**src/rtl/deser_pkg.sv**
```systemverilog
package deser_pkg;
  localparam int NUM_LANES = 3;
  localparam int LANE_BITS = 7;
  // clock-lane shape, bit 0 arrives first
  localparam logic [LANE_BITS-1:0] FRAME_PAT = 7'b1100011;
endpackage

```
**src/rtl/lane_shift.sv**
```systemverilog
module lane_shift #(
  parameter int W = deser_pkg::LANE_BITS
) (
  input  logic         clk_i,
  input  logic         rst_ni,
  input  logic         clr_i,
  input  logic         bit_i,
  input  logic         open_i,
  output logic [W-1:0] nxt_o
);
  logic [W-1:0] sr_q;

  // first-received bit ends up at bit 0
  assign nxt_o = {bit_i & ~open_i, sr_q[W-1:1]};

  always_ff @(posedge clk_i or negedge rst_ni) begin
    if (!rst_ni)    sr_q <= '0;
    else if (clr_i) sr_q <= '0;
    else            sr_q <= nxt_o;
  end
endmodule

```
**src/rtl/frame_track.sv**
```systemverilog
module frame_track #(
  parameter int           W          = deser_pkg::LANE_BITS,
  parameter logic [W-1:0] PAT        = deser_pkg::FRAME_PAT,
  parameter int           LOCK_WORDS = 2
) (
  input  logic clk_i,
  input  logic rst_ni,
  input  logic clr_i,
  input  logic clk_lane_i,
  output logic capture_o,
  output logic locked_o,
  output logic wclk_o
);
  localparam int PH_W  = $clog2(W);
  localparam int CNT_W = $clog2(LOCK_WORDS + 1);
  localparam logic [PH_W-1:0]  PH_LAST = PH_W'(W - 1);
  localparam logic [PH_W-1:0]  PH_HI   = PH_W'((W + 1) / 2);
  localparam logic [CNT_W-1:0] CNT_MAX = CNT_W'(LOCK_WORDS);
  localparam logic [CNT_W-1:0] CNT_PRE = CNT_W'(LOCK_WORDS - 1);

  logic [W-1:0]     hist_q, hist_d;
  logic [PH_W-1:0]  phase_q, phase_d;
  logic [CNT_W-1:0] cnt_q, cnt_d;
  logic             trk_q, trk_d;
  logic             lock_q, lock_d;
  logic             wclk_q, wclk_d;
  logic             match, cap;

  always_comb begin
    hist_d  = {clk_lane_i, hist_q[W-1:1]};
    match   = (hist_d == PAT);
    phase_d = phase_q;
    cnt_d   = cnt_q;
    trk_d   = trk_q;
    lock_d  = lock_q;
    cap     = 1'b0;
    if (!trk_q) begin
      if (match) begin
        trk_d   = 1'b1;
        phase_d = '0;
        cnt_d   = CNT_W'(1);
        if (LOCK_WORDS <= 1) begin
          lock_d = 1'b1;
          cap    = 1'b1;
        end
      end
    end else begin
      phase_d = (phase_q == PH_LAST) ? '0 : phase_q + 1'b1;
      if (phase_q == PH_LAST) begin
        if (match) begin
          if (cnt_q != CNT_MAX) cnt_d = cnt_q + 1'b1;
          if (cnt_q >= CNT_PRE) begin
            lock_d = 1'b1;
            cap    = 1'b1;
          end
        end else begin
          trk_d  = 1'b0;
          cnt_d  = '0;
          lock_d = 1'b0;
        end
      end
    end
    wclk_d = lock_d && (phase_d < PH_HI);
  end

  always_ff @(posedge clk_i or negedge rst_ni) begin
    if (!rst_ni) begin
      hist_q  <= '0;
      phase_q <= '0;
      cnt_q   <= '0;
      trk_q   <= 1'b0;
      lock_q  <= 1'b0;
      wclk_q  <= 1'b0;
    end else if (clr_i) begin
      hist_q  <= '0;
      phase_q <= '0;
      cnt_q   <= '0;
      trk_q   <= 1'b0;
      lock_q  <= 1'b0;
      wclk_q  <= 1'b0;
    end else begin
      hist_q  <= hist_d;
      phase_q <= phase_d;
      cnt_q   <= cnt_d;
      trk_q   <= trk_d;
      lock_q  <= lock_d;
      wclk_q  <= wclk_d;
    end
  end

  assign capture_o = cap & ~clr_i;
  assign locked_o  = lock_q;
  assign wclk_o    = wclk_q;
endmodule

```
**src/rtl/word_hold.sv**
```systemverilog
module word_hold #(
  parameter int WW = deser_pkg::NUM_LANES * deser_pkg::LANE_BITS
) (
  input  logic          clk_i,
  input  logic          rst_ni,
  input  logic          clr_i,
  input  logic          load_i,
  input  logic [WW-1:0] din_i,
  output logic [WW-1:0] q_o
);
  always_ff @(posedge clk_i or negedge rst_ni) begin
    if (!rst_ni)     q_o <= '0;
    else if (clr_i)  q_o <= '0;
    else if (load_i) q_o <= din_i;
  end
endmodule

```
**src/rtl/lvds_deser7.sv**
```systemverilog
module lvds_deser7 #(
  parameter int NUM_LANES  = deser_pkg::NUM_LANES,
  parameter int LANE_BITS  = deser_pkg::LANE_BITS,
  parameter int LOCK_WORDS = 2
) (
  input  logic                           clk_i,
  input  logic                           rst_ni,
  input  logic                           shdn_ni,
  input  logic [NUM_LANES-1:0]           lane_i,
  input  logic                           clk_lane_i,
  input  logic [NUM_LANES-1:0]           open_i,
  output logic [NUM_LANES*LANE_BITS-1:0] word_o,
  output logic                           word_clk_o,
  output logic                           locked_o
);
  localparam int WW = NUM_LANES * LANE_BITS;

  logic          clr;
  logic          capture;
  logic [WW-1:0] lanes_nxt;

  assign clr = ~shdn_ni;

  for (genvar g = 0; g < NUM_LANES; g++) begin : g_lane
    lane_shift #(.W(LANE_BITS)) u_lane (
      .clk_i  (clk_i),
      .rst_ni (rst_ni),
      .clr_i  (clr),
      .bit_i  (lane_i[g]),
      .open_i (open_i[g]),
      .nxt_o  (lanes_nxt[g*LANE_BITS +: LANE_BITS])
    );
  end

  frame_track #(.W(LANE_BITS), .LOCK_WORDS(LOCK_WORDS)) u_frame (
    .clk_i      (clk_i),
    .rst_ni     (rst_ni),
    .clr_i      (clr),
    .clk_lane_i (clk_lane_i),
    .capture_o  (capture),
    .locked_o   (locked_o),
    .wclk_o     (word_clk_o)
  );

  word_hold #(.WW(WW)) u_out (
    .clk_i  (clk_i),
    .rst_ni (rst_ni),
    .clr_i  (clr),
    .load_i (capture),
    .din_i  (lanes_nxt),
    .q_o    (word_o)
  );
endmodule

```
**config.mk**
```make
export PLATFORM = sky130hd
export DESIGN_NAME = lvds_deser7
export DESIGN_NICKNAME = d
export VERILOG_FILES = /design/src/rtl/deser_pkg.sv /design/src/rtl/lane_shift.sv /design/src/rtl/frame_track.sv /design/src/rtl/word_hold.sv /design/src/rtl/lvds_deser7.sv
export SDC_FILE = /design/constraint.sdc
export NUM_CORES = 1
export LEC_CHECK = 0
export ABC_AREA = 1
export ABC_CLOCK_PERIOD_IN_PS = 1420
export BUFFER_PORTS_ARGS = -buffer_cell sky130_fd_sc_hd__buf_2
export CORE_UTILIZATION = 37
export DETAILED_ROUTE_END_ITERATION = 7
export PLACE_DENSITY = 0.69
export SLEW_MARGIN = 20
export SYNTH_ARGS = -nofsm -noshare
export SYNTH_HDL_FRONTEND = slang
export SYNTH_SLANG_ARGS = --single-unit
```
**constraint.sdc**
```tcl
create_clock -name clk_i -period 1.42 [get_ports clk_i]
set_input_delay 0.426 -clock clk_i [delete_from_list [all_inputs] [get_ports clk_i]]
set_output_delay 0.426 -clock clk_i [all_outputs]
set_load 0.02 [all_outputs]
```
Yosys cells after proc, flatten, opt, wreduce, memory -nomap -nowiden
Index checks and enable logic that the tools add are counted.
Word-level totals
  register bits: 57
  input bits: 10
  output and inout port bits: 23
  logic and storage cells: 60
Operators by class
  add/subtract/negate cells: 2
  $lt $le $gt $ge: 2
  eq/ne operators: 7
  muxes and demuxes: 30
  bitwise logic cells: 7
  reductions and logical operators: 2
Operator list (number)
  $mux W21: 2
  $mux W7: 4
  $mux W1: 14
  $mux W2: 6
  $mux W3: 4
  $eq A7 B7 Y1 const B: 1
  $and A1 B1 Y1: 4
  $ne A4 B4 Y1 const B: 1
  $add A3 B1 Y3 const B: 1
  $eq A3 B3 Y1 const B: 1
  $lt A3 B3 Y1 const B: 1
  $ne A3 B1 Y1 const B: 1
  $ne A3 B3 Y1 const B: 1
  $not A1 Y1: 3
  $reduce_and A3 Y1: 1
  $add A2 B1 Y2 const B: 1
  $ge A2 B1 Y1 const B: 1
  $ne A2 B1 Y1 const B: 1
  $ne A2 B2 Y1 const B: 1
  $logic_and A1 B1 Y1: 1

Logic depth before layout (Yosys ltp)
Gate-level depths: netlist of the first run.
  depth after elaboration: 8
  depth in mapped cells: 9
  gate-level depth less buffers: 8

Modules after synthesis
From an unflattened synthesis of the first run, not the netlist that was laid out.
Second synthesis, totals
  cell total of the unflattened synthesis: 246
  area, all modules: 2225.9 um^2
Modules (own cells, without submodules)
  word_hold: times used 1, cells an instance 92, area each 873.3 um^2, sequential area each 525.5 um^2
  frame_track: times used 1, cells an instance 93, area each 740.7 um^2, sequential area each 350.3 um^2
  lane_shift: times used 3, cells an instance 20, area each 202.7 um^2, sequential area each 150.1 um^2
  lvds_deser7: times used 1, cells an instance 1, area each 3.8 um^2, sequential area each 0.0 um^2

Least setup slack after synthesis of the first run
No wires, ideal clock.
  path kind: input to register
  from: in clk_lane_i
  to: reg u_out.q_o[12]
  library setup time: 0.118 ns
  arrival time: 1.216 ns
  required time: 1.302 ns
  setup slack: 0.086 ns
  stages on the path: 8
  buffers on the path: 1
  cell sequence: nand3_1 > inv_1 > nand2_1 > nor2_4 > nor2_4 > buf_6 > nand2_1 > o21ai_2
On the way
  longest elaborated chain between the ends: 6
RTL lines
  from (decl): line lvds_deser7.sv:10  | input logic clk_lane_i,
  $eq A7 B7 Y1: line frame_track.sv:31  | match = (hist_d == PAT);
  $mux W1: line frame_track.sv:50  | if (match) begin
  $mux W1: line frame_track.sv:49  | if (phase_q == PH_LAST) begin
  $mux W1: line frame_track.sv:37  | if (!trk_q) begin
  $and A1 B1 Y1: line frame_track.sv:91  | assign capture_o = cap & ~clr_i;
  $ne A2 B1 Y1 (no line)
  to (signal assigned): line word_hold.sv:14  | else if (load_i) q_o <= din_i;
  to (decl): line word_hold.sv:9  | output logic [WW-1:0] q_o
No other way between the ends.
A chain may end at the register's enable or synchronous reset.

Worst setup path after layout of the first run
  from: reg u_frame.cnt_q[0]
  to: reg u_out.q_o[14]
On the way
  longest elaborated chain between the ends: 7
RTL lines
  from (decl): line frame_track.sv:23  | logic [CNT_W-1:0] cnt_q, cnt_d;
  from (signal assigned): line frame_track.sv:84  | cnt_q <= cnt_d;
  $ge A2 B1 Y1: line frame_track.sv:52  | if (cnt_q >= CNT_PRE) begin
  $mux W1: line frame_track.sv:52
  $mux W1: line frame_track.sv:50
  $mux W1: line frame_track.sv:49
  $mux W1: line frame_track.sv:37
  $and A1 B1 Y1: line frame_track.sv:91
  $ne A2 B1 Y1 (no line)
No other way between the ends.

==> results.yml, run 1 <==
pwr:
  p_int_mw: 2.02
  vdd_drop_max_v: 0.000517
  switching_share: 0.245
  power.share.clock: 0.344
  power_per_cell_area_nw_per_um2: 957
  p_sw_uw: 656
  p_leak_nw: 1.69
  finalPower_mw: 2.68
  combPwrFrac: 0.081
  seqPwrFrac: 0.575
setup_path:
  reg2reg_from: "u_frame.cnt_q[0]"
  reg2reg_slack_ns: -0.04
  reg2regPathDepth: 10
  path_max_fanout: 5
  worstPathCellList: "inv_2 -> ha_4 -> inv_4 -> nand3_4 -> nor2_4 -> nor2_4 -> buf_12 -> clkbuf_16 -> nand2_1 -> nand2_1"
  cp_slowest_cell: "dfrtp_1"
  crit_arrival_ns: 1.66
  required_ns: 1.62
  startpoint_type: "flip-flop"
  critPathKind: "reg2reg"
  r2r_end: "u_out.q_o[14]"
  endpoint_kind: "flip-flop"
  cp_num_buf_inv: 4
  cpPeakStageDelay_ns: 0.37
  critPathTopFamily: "buffers and inverters"
route:
  wl_per_cell_um: 12.3
  drt_wl_total_mm: 4.28
  drt_iter0_drc: 83
  drtAntennaViolNets: 0
  routed_via_density: 4.48
  drt_pass1_iterations: 4
  vias: 1553
  drc_errors: 0
cts:
  cts.sinks: 53
  htreeDepth: 2
  clock-root-buffer: "clkbuf_8"
  cts_max_path_buffers: 2
  cts_made_buffers: 5
  clock_latency_ns: 0.32
  clk_pin_slew_ns: 0.10
  tritoncts: "built"
timing:
  fin_crit_ns: 1.46
  finalHoldViolations: 0
  relSlewSlack: 0.813
  max_freq_mhz: 686
  setup_ws_ns: -0.0387
  period_share: 1.03
  setup_tns_ns: -0.373
  whs_ns: 0.0775
  worst_pin_slew_ns: 0.280
  fin_worst_skew_ns: 0.0137
  setup_viol: 18
  rsz0062_at_grt: "yes"
  drv_slew: 0
floorplan:
  die_x_um: 78.6
  die_h_um: 78.6
  core_area_um2: 5570
  start_util: 0.389
  dieArea_um2: 6180
  num_rows: 27
  ios: 33
yosys:
  syn_area_um2: 2170
  synth_top_family_by_area: "simple AND/OR/NAND/NOR gates"
  synth_compound_area_frac: 0.0801
  ys_ff_latch: 53
  muxShareOfSynthArea: 0
  synth-xor-area-share: 0.00403
  yosysTopAreaCell: "dfrtp_1"
  synth-main-ff-cell: "dfrtp_1"
  yosys.area_share.simple: 0.195
  synth_area_leaders: "dfrtp_1 (61%), nand2_1 (11%), inv_1 (6.7%)"
  postSynthNetCount: 234
  netlist_instances: 222
  synth-edff-count: 0
  syn_avg_cell_area_um2: 9.78
  yosys_warnings: 0
  synth.top_cell.area_share: 0.611
  ys_seq_area_frac: 0.611
  async_reset_ff_frac: 1.00
  synth_adder_area_share: 0.0115
  synthDistinctLibCells: 15
layout:
  area_growth_pct: 29.0
  antenna_cells: 0
  num-nets-final: 286
  fin_util: 0.502
  drive_gt1_frac: 0.360
grt:
  grt_pass1_vias: 1524
  grt_max_degree: 54
  grt_pass1_wl_mm: 6.78
  grt_usage: 0.143
  antenna_found_initial: 0
  grt-ovfl-total: 0
place:
  dp_hpwl_mm: 2.61
  gp_congestion: 0.770
  io_buffers: 32
job:
  max-cap-violations: 0
status:
  status: "finished, violations left"
  violations: "setup timing"
min_path:
  hold_class: "in2async"
-- synth_stat cells, types with 2 or more instances --
master	count
inv_1	39
a21oi_1	3
nor2_4	3
dfrtp_1	53
nor2_1	12
nand2_2	4
o21ai_2	15
buf_6	6
nand2_1	65
nand3_1	13
ha_1	2
o21ai_0	4
-- cell families after synthesis --
kind of cell,count (synthesis)
XOR/XNOR,1
AND/OR/NAND/NOR,98
AO/OA/AOI/OAI,23
flip-flops,53
adder cells (fa/ha/maj),2
buffers and inverters,45
-- per-layer routing --
layer / global-route usage / share of wire / vias up
li1: - / - / 781
met1: 0.181 / 0.46 / 735
met2: 0.230 / 0.49 / 31
met3: 0.0337 / 0.036 / 6
met4: 0.0667 / 0.018 / 0
met5: 0 / 0 / -
-- registers in the layout, indices dropped and copies added (netlist names) --
name	count
u_frame.phase_q	3
u_frame.locked_o	1
u_frame.cnt_q	2
g_lane.u_lane.sr_q	18
u_frame.wclk_o	1
u_frame.trk_q	1
u_out.q_o	21
u_frame.hist_q	6
-- cell usage in the layout, fill, tap and decap left out, types with 3 or more instances in the layout --
cell	synthesis	routed
nor2_1	12	11
buf_12	0	4
nand3_1	13	13
dfrtp_1	53	53
o21ai_0	4	3
clkbuf_16	0	3
nand2_4	0	8
nand2_2	4	9
o21ai_2	15	15
nand2_1	65	52
a21oi_1	3	3
inv_1	39	37
buf_2	0	32
clkbuf_8	0	6
nor2_4	3	3
buf_4	0	11
-- what timing repair did --
action	CTS	global route
hold buffers	0	0
endpoints found under the setup margin	0	24
endpoints found under the hold margin	0	0
buffers inserted	0	5
gates resized for setup	0	30
-- power by group through the flow --
stage                     Combinational, mW  Clock (mW)  Sequential, mW
after detailed placement              0.166           0            1.57
after floorplan                      0.0829           0            1.58
final                                 0.218       0.921            1.54
after global placement                0.162           0            1.57
after global routing                  0.242        1.02            1.54
after CTS                             0.166       0.944            1.54
-- through the flow --
stage | std cells | instance area (µm²) | setup slack, ns
after floorplan | 222 | 2170 | 0.0859
after global placement | 330 | 2470 | 0.0360
after detailed placement | 330 | 2470 | -0.0366
after CTS | 338 | 2570 | 0.0109
after global routing | 347 | 2800 | -0.100
final | 347 | 2800 | -0.0387
-- worst max-delay path by stage --
stage                             endpoint             start  cells past startpoint  slack (ns)
after floorplan              u_out.q_o[12]        clk_lane_i                      8        0.09
after global placement        u_out.q_o[5]        clk_lane_i                      9        0.04
after detailed placement  u_frame.cnt_q[1]        clk_lane_i                      8       -0.04
after CTS                    u_out.q_o[15]  u_frame.cnt_q[0]                      9        0.01
after global routing         u_out.q_o[14]  u_frame.cnt_q[0]                     10       -0.10
final                        u_out.q_o[14]  u_frame.cnt_q[0]                     10       -0.04
-- area by class of cell --
cell class                      instances  area [µm²]
Clock buffer                            6        82.6
Clock inverter                          2        17.5
Fill cell                             519        2770
Inverter                               39         149
Multi-Input combinational cell        124         726
Sequential cell                        53        1330
Tap cell                               72        90.1
Timing Repair Buffer                   51         409
(Power assumes the default switching activity.)
==> run 2, diff against run 1 <==
--- a/config.mk
+++ b/config.mk
@@ -8,9 +8,9 @@
 export ABC_AREA = 1
 export ABC_CLOCK_PERIOD_IN_PS = 1420
 export BUFFER_PORTS_ARGS = -buffer_cell sky130_fd_sc_hd__buf_2
-export CORE_UTILIZATION = 37
+export CORE_UTILIZATION = 50
 export DETAILED_ROUTE_END_ITERATION = 7
-export PLACE_DENSITY = 0.69
+export PLACE_DENSITY = 0.85
 export SLEW_MARGIN = 20
 export SYNTH_ARGS = -nofsm -noshare
 export SYNTH_HDL_FRONTEND = slang
==> results.yml, run 2 (same netlist as run 1, synthesis figures left out) <==
place:
  gp_congestion: 0.797
  dp_hpwl_mm: 2.53
  io_buffers: 32
  dpl-instance-area_um2: 2430
  place_inst: 308
cts:
  cts_max_path_buffers: 2
  cts_hold_buf: 0
  tritoncts: "built"
  htreeDepth: 2
  clock-root-buffer: "clkbuf_8"
  clk_pin_slew_ns: 0.09
  cts_made_buffers: 5
  cts.sinks: 53
  clock_latency_ns: 0.31
floorplan:
  die_h_um: 67.9
  core_area_um2: 4090
  ios: 33
  dieArea_um2: 4610
  num_rows: 23
  die_x_um: 67.9
  start_util: 0.531
setup_path:
  crit_top_cell: "nor2_4"
  reg2reg_from: "u_frame.cnt_q[0]"
  crit_arrival_ns: 1.57
  reg2reg_slack_ns: 0.06
  required_ns: 1.62
  worstPathCellList: "inv_2 -> ha_1 -> inv_1 -> nand3_2 -> nor2_4 -> nor2_4 -> buf_12 -> nand2_1 -> o21ai_2"
  cp_slowest_cell: "dfrtp_1"
  startpoint_type: "flip-flop"
  cp_num_buf_inv: 3
  r2r_end: "u_out.q_o[9]"
  critPathTopFamily: "simple AND/OR/NAND/NOR gates"
  crit_cells: 9
  path_max_fanout: 13
  critPathCapture: "u_out.q_o[9]"
  endpoint_kind: "flip-flop"
  cpPeakStageDelay_ns: 0.37
  reg2regPathDepth: 9
  critPathKind: "reg2reg"
  cp-startpoint: "u_frame.cnt_q[0]"
timing:
  fin_crit_ns: 1.36
  period_share: 0.960
  finalHoldViolations: 0
  max_freq_mhz: 734
  drv_slew: 0
  fin_worst_skew_ns: 0.00788
  setup_viol: 0
  relSlewSlack: 0.736
  worst_pin_slew_ns: 0.395
layout:
  layout_common_cells: "nand2_1 (62), dfrtp_1 (53), inv_1 (38), buf_2 (32), o21ai_2 (16)"
  final_cells: 318
  antenna_cells: 0
  multiInputGateArea_um2: 653
  seq_area_um2: 1330
  nFillCells: 342
  top_regs: "u_out.q_o (21), g_lane.u_lane.sr_q (18), u_frame.hist_q (6)"
  num-nets-final: 280
  area_growth_pct: 19.6
  largest_reg_flops: 21
  final_common_cell: "nand2_1"
  regMostFlops: "u_out.q_o"
  fin_area_um2: 2600
  drive_gt1_frac: 0.310
route:
  wl_per_cell_um: 12.6
  drt_pass1_iterations: 4
  routed_via_density: 4.87
  drtAntennaViolNets: 0
  drt_wl_total_mm: 4.01
  drt_iter0_drc: 151
  vias: 1548
  drc_errors: 0
grt:
  grt_max_degree: 54
  grt-ovfl-total: 0
  grt_pass1_wl_mm: 6.30
  grt_pass1_vias: 1379
  antenna_found_initial: 0
  grt_usage: 0.192
pwr:
  vdd_drop_max_v: 0.000625
  power_per_cell_area_nw_per_um2: 1040
  p_leak_nw: 1.58
job:
  max-cap-violations: 0
status:
  status: "completed"
min_path:
  hold_class: "in2async"
run 2: changes by cell type in the layout (fill, tap and decap cells not counted), sizes merged:
cell	previous run	this run
buf	48	44
bufinv	0	1
clkbuf	9	6
inv	40	39
run 2: area by class of cell:
| class | count | share of cell area |
|---|---|---|
| clock buffers | 5 | 0.0265 |
| clock inverters | 2 | 0.0135 |
| inverters | 39 | 0.0564 |
| multi-input cells | 124 | 0.252 |
| flip-flops and latches | 53 | 0.511 |
| well taps | 50 | 0.0241 |
| repair buffers | 45 | 0.117 |
run 2: metrics by stage:
stage | TNS (ns) | setup slack (ns) | util | hold slack [ns] | power (mW)
2_1_floorplan | 0 | 0.0859 | - | 0.130 | 1.66
4_1_cts | 0 | 0.0321 | 0.619 | 0.112 | 2.70
5_1_grt | -0.0429 | -0.0126 | 0.635 | 0.120 | 2.80
3_3_place_gp | 0 | 0.0513 | 0.594 | 0.437 | 1.73
6_report | 0 | 0.0570 | 0.635 | 0.0916 | 2.71
3_5_place_dp | 0 | 0.0188 | 0.594 | 0.439 | 1.73
run 2: worst min-delay path by stage:
stage                       from                        to  cells after the start
final                     rst_ni         u_frame.hist_q[6]                      2
after global placement    rst_ni              u_out.q_o[0]                      2
after floorplan           rst_ni  g_lane[0].u_lane.sr_q[1]                      0
after detailed placement  rst_ni         u_frame.hist_q[5]                      2
after CTS                 rst_ni         u_frame.hist_q[5]                      2
after global routing      rst_ni  g_lane[1].u_lane.sr_q[2]                      2
run 2: metal layers:
layer | vias to the layer above | global-route usage | routed length, µm | part of all wire
met5 | - | 0 | 0 | 0
met4 | 0 | 0.107 | 73 | 0.018
met3 | 7 | 0.0400 | 167 | 0.042
met2 | 48 | 0.276 | 1860 | 0.46
met1 | 730 | 0.271 | 1920 | 0.48
li1 | 763 | - | - | -
run 2: report_power, final:
part           switching (mW)  internal, mW
clock                   0.484         0.513
sequential             0.0104          1.53
combinational           0.113        0.0607
total                   0.607          2.10
run 2: repair_timing:
action                                  CTS  global route
endpoints found under the hold margin     0             0
gates resized for setup                   0            11
endpoints found under the setup margin    0            24
setup buffers                             0             2
run 2: worst reg2reg max path, cell delays in order (launching register included):
cell and delay (ns):
dfrtp_1 0.37, inv_2 0.06, ha_1 0.19, inv_1 0.06, nand3_2 0.10, nor2_4 0.15
nor2_4 0.07, buf_12 0.15, nand2_1 0.07, o21ai_2 0.05
